==> src/rtl/btm_pkg.sv <==
package btm_pkg;
    typedef enum logic [1:0] {
        K_SEQ      = 2'd0,
        K_DIRECT   = 2'd1,
        K_INDIRECT = 2'd2,
        K_EXCEPT   = 2'd3
    } cof_kind_e;

    typedef enum logic [1:0] {
        S_OFF,
        S_RESYNC,
        S_TRACK
    } trc_state_e;

    localparam int TCODE_W = 6;
    localparam logic [TCODE_W-1:0] TC_DIRECT   = 6'd3;
    localparam logic [TCODE_W-1:0] TC_INDIRECT = 6'd4;
    localparam logic [TCODE_W-1:0] TC_SYNC     = 6'd9;
endpackage

==> src/rtl/btm_counter.sv <==
module btm_counter #(
    parameter int CNT_W = 8
) (
    input  logic             clk,
    input  logic             rst_n,
    input  logic             clr,
    input  logic             inc,
    output logic [CNT_W-1:0] cnt,
    output logic [CNT_W-1:0] cnt_inc
);
    localparam logic [CNT_W-1:0] CNT_MAX = '1;

    always_comb begin
        cnt_inc = (cnt == CNT_MAX) ? CNT_MAX : cnt + 1'b1;
    end

    always_ff @(posedge clk) begin
        if (!rst_n)   cnt <= '0;
        else if (clr) cnt <= '0;
        else if (inc) cnt <= cnt_inc;
    end
endmodule

==> src/rtl/btm_msg_reg.sv <==
module btm_msg_reg
    import btm_pkg::*;
#(
    parameter int ADDR_W = 32,
    parameter int CNT_W  = 8
) (
    input  logic               clk,
    input  logic               rst_n,
    input  logic               load,
    input  logic               upd_ref,
    input  logic [TCODE_W-1:0] tcode_in,
    input  logic [CNT_W-1:0]   count_in,
    input  logic [ADDR_W-1:0]  addr_in,
    output logic               msg_valid,
    output logic [TCODE_W-1:0] msg_tcode,
    output logic [CNT_W-1:0]   msg_count,
    output logic [ADDR_W-1:0]  msg_addr,
    output logic [ADDR_W-1:0]  ref_addr
);
    always_ff @(posedge clk) begin
        if (!rst_n) begin
            msg_valid <= 1'b0;
            msg_tcode <= '0;
            msg_count <= '0;
            msg_addr  <= '0;
            ref_addr  <= '0;
        end else begin
            msg_valid <= load;
            if (load) begin
                msg_tcode <= tcode_in;
                msg_count <= count_in;
                msg_addr  <= addr_in;
                if (upd_ref) ref_addr <= addr_in;
            end
        end
    end

    a_r10_ref_follows: assert property (@(posedge clk) disable iff (!rst_n)
        (msg_valid && msg_tcode != TC_DIRECT) |-> ref_addr == msg_addr);
    a_r4_direct_keeps_ref: assert property (@(posedge clk) disable iff (!rst_n)
        (msg_valid && msg_tcode == TC_DIRECT) |-> $stable(ref_addr));
    a_r6_count_nonzero: assert property (@(posedge clk) disable iff (!rst_n)
        msg_valid |-> msg_count != '0);
endmodule

==> src/rtl/btm_gen.sv <==
module btm_gen
    import btm_pkg::*;
#(
    parameter int ADDR_W = 32,
    parameter int CNT_W  = 8
) (
    input  logic               clk,
    input  logic               rst_n,
    input  logic               trace_en,
    input  logic               ret_valid,
    input  logic [1:0]         ret_kind,
    input  logic [ADDR_W-1:0]  ret_pc,
    input  logic [ADDR_W-1:0]  ret_target,
    input  logic               out_ready,
    output logic               msg_valid,
    output logic [TCODE_W-1:0] msg_tcode,
    output logic [CNT_W-1:0]   msg_count,
    output logic [ADDR_W-1:0]  msg_addr,
    output logic [ADDR_W-1:0]  ref_addr
);
    localparam logic [CNT_W-1:0] CNT_MAX = '1;

    trc_state_e state_q, state_d;
    cof_kind_e  kind;
    logic [CNT_W-1:0] cnt_q, cnt_inc;
    logic want_msg, want_sync, accepted, is_cof, hit_max;
    logic [TCODE_W-1:0] tcode;
    logic [ADDR_W-1:0]  addr;

    assign kind     = cof_kind_e'(ret_kind);
    assign is_cof   = (kind != K_SEQ);
    assign hit_max  = (cnt_inc == CNT_MAX);
    assign accepted = want_msg && out_ready;

    btm_counter #(.CNT_W(CNT_W)) u_cnt (
        .clk     (clk),
        .rst_n   (rst_n),
        .clr     (!trace_en || accepted),
        .inc     (ret_valid && state_q != S_OFF),
        .cnt     (cnt_q),
        .cnt_inc (cnt_inc)
    );

    // State register
    always_ff @(posedge clk) begin
        if (!rst_n) state_q <= S_OFF;
        else        state_q <= state_d;
    end

    // Next state and message decisions
    always_comb begin
        state_d   = state_q;
        want_msg  = 1'b0;
        want_sync = 1'b0;
        unique case (state_q)
            S_OFF: begin
                state_d = S_RESYNC;
            end
            S_RESYNC: begin
                want_msg  = ret_valid;
                want_sync = 1'b1;
                if (ret_valid && out_ready) state_d = S_TRACK;
            end
            S_TRACK: begin
                want_msg  = ret_valid && (is_cof || hit_max);
                want_sync = !is_cof;
                if (want_msg && !out_ready) state_d = S_RESYNC;
            end
            default: state_d = S_OFF;
        endcase
        if (!trace_en) begin
            state_d  = S_OFF;
            want_msg = 1'b0;
        end
    end

    // Message formation
    always_comb begin
        if (want_sync) begin
            tcode = TC_SYNC;
            addr  = is_cof ? ret_target : ret_pc;
        end else if (kind == K_DIRECT) begin
            tcode = TC_DIRECT;
            addr  = '0;
        end else begin
            tcode = TC_INDIRECT;
            addr  = ret_target;
        end
    end

    btm_msg_reg #(.ADDR_W(ADDR_W), .CNT_W(CNT_W)) u_msg (
        .clk       (clk),
        .rst_n     (rst_n),
        .load      (accepted),
        .upd_ref   (tcode != TC_DIRECT),
        .tcode_in  (tcode),
        .count_in  (cnt_inc),
        .addr_in   (addr),
        .msg_valid (msg_valid),
        .msg_tcode (msg_tcode),
        .msg_count (msg_count),
        .msg_addr  (msg_addr),
        .ref_addr  (ref_addr)
    );

    a_r9_one_cycle: assert property (@(posedge clk) disable iff (!rst_n)
        accepted |=> msg_valid);
    a_r8_drop_quiet: assert property (@(posedge clk) disable iff (!rst_n)
        (want_msg && !out_ready) |=> !msg_valid);
    a_r2_off_silent: assert property (@(posedge clk) disable iff (!rst_n)
        !trace_en |=> (!msg_valid && state_q == S_OFF && cnt_q == '0));
    a_r6_count_clear: assert property (@(posedge clk) disable iff (!rst_n)
        accepted |=> cnt_q == '0);
    a_r2_first_sync: assert property (@(posedge clk) disable iff (!rst_n)
        (state_q == S_RESYNC && accepted) |=> msg_tcode == TC_SYNC);
endmodule

==> config.mk <==
export PLATFORM = sky130hd
export DESIGN_NAME = btm_gen
export DESIGN_NICKNAME = d
export VERILOG_FILES = /design/src/rtl/btm_pkg.sv /design/src/rtl/btm_counter.sv /design/src/rtl/btm_msg_reg.sv /design/src/rtl/btm_gen.sv
export SDC_FILE = /design/constraint.sdc
export NUM_CORES = 1
export LEC_CHECK = 0
export ABC_AREA = 1
export BUFFER_PORTS_ARGS = -buffer_cell sky130_fd_sc_hd__buf_2
export CAP_MARGIN = 40
export CORE_ASPECT_RATIO = 0.75
export CORE_MARGIN = 2
export CORE_UTILIZATION = 50
export DETAILED_ROUTE_END_ITERATION = 16
export GPL_ROUTABILITY_DRIVEN = 1
export MAX_ROUTING_LAYER = met4
export PLACE_DENSITY = 0.81
export SYNTH_ARGS = -nofsm -noshare
export SYNTH_HDL_FRONTEND = slang
export SYNTH_SLANG_ARGS = --single-unit
==> constraint.sdc <==
create_clock -name clk -period 5.3 [get_ports clk]
set_input_delay 1.06 -clock clk [delete_from_list [all_inputs] [get_ports clk]]
set_output_delay 1.06 -clock clk [all_outputs]
set_load 0.02 [all_outputs]
# Word level (Yosys, flattened, before mapping)
# Index checks and enable logic that the tools add are counted.
# totals
output_inout_bits,79
input_bits,71
reg_bits,89
# op_classes
reduce_logical,17
n_bitwise,1
n_addsub,1
n_mux,12
eq_ne,8
# op_table
operator,n
two-way mux 32 bit,3
== test 8 bit (second input constant),2
adder 8 x 1 -> 8 bit (second input constant),1
two-way mux 8 bit,1
inequality test 6 x 2 -> 1 bit (second input constant),1
case mux 2 bit (3 select lines),1
AND reduction 2 bit,3
logical AND 1 bit,5
== test 2 x 1 -> 1 bit (second input constant),2
two-way mux 2 bit,2
two-way mux 4 bit,1
inequality test 2 bit (second input constant),2
case mux 1 bit (2 select lines),2
nonzero test 2 bit,2
zero test 1 bit,3
two-way mux 3 bit,1
== test 2 bit (second input constant),1
zero test 2 bit,1
logical OR 1 bit,2
OR reduction 2 bit,1
two-way mux 1 bit,1
inverter 1 bit,1

# Depth between registers and ports, before layout
# depth
ltp_word,10
depth_mapped,18
ltp_nobuf,16

# Hierarchy
# From an unflattened synthesis, not the netlist that was laid out.
# unflattened
cells_unflattened,649
area_unflattened_um2,4386.7
# modules_own_cells
mod,instances,area_per_inst_um2,cells_per_inst
btm_msg_reg,1,2941.6,405
btm_gen,1,897.1,160
btm_counter,1,548.0,84

# Worst setup path before layout
# Ideal clock, no wire load.
# synth_timing
path_type,in2reg
start,in ret_kind[0]
end,reg u_msg.msg_addr[0]
path_stages,9
arrival_ns,2.403
slack_ns,2.781
path_cell_list,nor2_2 -> a21oi_1 -> nor2_1 -> nand2_1 -> clkbuf_1 -> nand3_1 -> nand2_1 -> o21ai_0 -> nor2_1
# synth_via
elab_chain_cells,6
elab_cells_between_ends,12
# synth_lines
element,line,text
from (decl),btm_gen.sv:11,"input logic [1:0] ret_kind,"
nonzero test 2 bit,btm_gen.sv:31,assign is_cof = (kind != K_SEQ);
logical OR 1 bit,btm_gen.sv:65,want_msg = ret_valid && (is_cof || hit_max);
logical AND 1 bit,btm_gen.sv:65,
case mux 1 bit (2 select lines),btm_gen.sv:55,unique case (state_q)
two-way mux 1 bit,btm_gen.sv:71,if (!trace_en) begin
logical AND 1 bit,btm_gen.sv:33,assign accepted = want_msg && out_ready;
to (signal assigned),btm_msg_reg.sv:32,msg_addr <= addr_in;
to (decl),btm_msg_reg.sv:17,"output logic [ADDR_W-1:0] msg_addr,"
# Parallel ways exist; a longest one is shown, timed or not.
# A chain may end at the register's enable or synchronous reset.

# Final worst setup path
# layout_timing
start,in ret_kind[0]
end,reg u_msg.msg_addr[24]
# The elaborated chain is that of the path after synthesis.

==> flow_summary.yaml <==
cts:
  cts_tree: "yes"
  htree_levels: 3
  path_clk_slew_ps: 80
  ctsResizeCount: 0
  ctsHoldBuffers: 0
  post_cts_buffers: 0
  cts.sinks: 87
  cts_root_buf: "clkbuf_8"
  clk_path_buf_depth: 2
  clk_latency_ps: 350
  numCtsBuffers: 9
sta:
  rsz0062_at_grt: "false"
  setup_tns_ps: 0
  finalHoldViolCount: 0
  period_share_pct: 59.45
  slew_viol_final: 0
  tightestPinTransition_ps: 786.4
  min_period_ps: 3151
  finClkSkew_ps: 6.827
  relSlewSlack_pct: 47.39
  setup_viol: 0
  max_freq_mhz: 317.4
power_and_ir_drop:
  power.density_nw_per_um2: 245.0
  cellLeakagePower_nw: 2.718
  power_frac_clock_pct: 36.5
  p_switching_mw: 0.3180
  internal_power_mw: 0.9235
  ir_worst_vdd_uv: 134.3
  combPwrFrac_pct: 10.2
  power.share.sequential_pct: 53.4
  swShare_pct: 25.62
critical_path:
  worstPathCellList: "buf_2 -> nor2_2 -> buf_4 -> a21oi_1 -> nor2_2 -> buf_4 -> nand2_1 -> buf_16 -> nand3_1 -> nand2_1 -> o21ai_0 -> nor2_1"
  critPathKind: "input port to flip-flop"
  cp_slowest_stage_delay_ps: 410
  worstPathArrival_ps: 3390
  cp_slowest_cell: "nand2_1"
  worstPathMaxFanout: 35
  worst_ep_required_time_ps: 5540
  cp-start-kind: "input port"
  endpoint_kind: "flip-flop"
route:
  wl_mm: 11.11
  drc: 0
  first_pass_iters: 5
  ant_nets: 0
  drt_iter0_markers: 248
  via_per_inst: 5.033
  avgRoutedWirePerCell_um: 12.74
  vias: 4389
logic_synthesis:
  ys_ff_latch: 87
  yosys_warnings: 0
  syn-instance-count: 634
  synth_cell_types: 23
  syn_avg_cell_area_um2: 6.483
  synth_area_um2: 4110
  seq_area_frac_synth_pct: 42.37
place:
  routabilityCongestion: 0.8777
  port_buffers: 147
  hpwl_mm: 7.830
  place_area_um2: 4877
cells_and_area:
  final_cell_mix: "nor2_1 (162), buf_2 (147), nand2_1 (145)"
  nNetsFinal: 838
  post-route-cell-area_um2: 5067
  diodes: 0
  drive_above_1_share_pct: 23.86
  final_common_cell: "nor2_1"
  area_growth_pct: 23.29
floorplanning:
  dieArea_um2: 8969
  placementRows: 28
  die_x_um: 108.7
  start_util_pct: 51.91
  core_area_um2: 7918
  die_h_um: 82.52
  ios: 150
worst_hold_path:
  hold_class: "flip-flop to flip-flop"
status:
  status: "completed"
grt:
  grt_max_degree: 46
  grt_pass1_vias: 4046
  grt_usage_pct: 25.97
  overflow: 0
  grt_antenna_before_repair: 0
  grt_pass1_wl_mm: 17.85
job:
  cap_violations: 0
-- power by group through the flow --
stage	clock network [mW]	logic, mW	registers, mW
finish	0.453	0.126	0.663
global placement	0	0.121	0.678
global route	0.486	0.143	0.663
floorplan	0	0.0710	0.682
CTS	0.463	0.125	0.663
detailed placement	0	0.125	0.678
-- Yosys cell counts (all sizes together) --
cell type | instances | area (um^2)
inv | 49 | 183.9
o21ai | 47 | 239.0
nand4 | 1 | 6.260
nor2 | 167 | 641.9
ha | 5 | 62.56
a21boi | 1 | 11.26
conb | 1 | 3.750
a21oi | 11 | 55.05
nand3b | 1 | 7.510
buf | 19 | 118.9
nand2 | 151 | 586.8
clkbuf | 19 | 71.32
dfxtp | 87 | 1742
nand3 | 75 | 380.4
-- area by class of cell --
cell class | count | area, um^2
repair buffers | 154 | 808.3
well taps | 105 | 131.4
inverters | 49 | 183.9
flip-flops and latches | 87 | 1742
clock inverters | 5 | 58.81
multi-input cells | 461 | 2012
clock buffers | 11 | 131.4
fillers | 776 | 2850
-- cell families (layout without fill, tap and decap cells) --
kind of cell / count (synthesis) / in the layout / share of synthesized area, %
other cells: 1 / 2 / 0.09124
flops: 87 / 87 / 42.37
buf+inv: 87 / 219 / 9.102
compound gates: 59 / 59 / 7.428
simple gates: 395 / 395 / 39.48
fa+ha+maj: 5 / 5 / 1.522
-- worst max-delay path: cells and delay by family --
| family | cells | cell delay, ps |
|---|---|---|
| AOI/OAI and AO/OA | 2 | 360 |
| buffers and inverters | 4 | 1120 |
| and+or+nand+nor | 6 | 830 |
-- path summary, 6_finish.rpt --
check / slack [ps] / cells past startpoint / start / end
max reg2reg: 2500 / 16 / u_cnt.cnt[0]$_SDFFE_PP0P_ / u_msg.ref_addr[17]$_SDFFE_PN0P_
max: 2150 / 12 / ret_kind[0] / u_msg.msg_addr[24]$_SDFFE_PN0P_
min: 470 / 2 / u_msg.msg_tcode[0]$_SDFFE_PN0P_ / u_msg.msg_tcode[0]$_SDFFE_PN0P_
min reg2reg: 470 / 2 / u_msg.msg_tcode[0]$_SDFFE_PN0P_ / u_msg.msg_tcode[0]$_SDFFE_PN0P_
-- metrics by stage --
| stage | total power [mW] | hold WS (ps) | instances | setup slack [ps] | utilization [%] |
|---|---|---|---|---|---|
| CTS | 1.251 | 467.5 | 872 | 2186 | 64.00 |
| detailed placement | 0.8028 | 455.0 | 856 | 1822 | 61.60 |
| floorplan | 0.7534 | 469.9 | 635 | 2781 | - |
| global route | 1.292 | 487.7 | 872 | 1888 | 64.00 |
| finish | 1.242 | 466.6 | 872 | 2149 | 64.00 |
| global placement | 0.7989 | 450.5 | 855 | 1590 | 61.25 |
-- flip-flops by register name, summed over array words and instances (netlist names) --
register and flops:
u_msg.msg_addr 32, u_msg.msg_tcode 4, u_msg.msg_count 8, state_q 2
u_cnt.cnt 8, u_msg.ref_addr 32, u_msg.msg_valid 1
-- routing by layer --
layer	part of all wire (%)	vias up	GRT usage [%]
met3	10	19	8.163
met2	43	223	40.50
met5	0	-	-
met1	45	1922	31.95
li1	-	2225	-
met4	1.5	0	9.359
(Power assumes the default switching activity.)
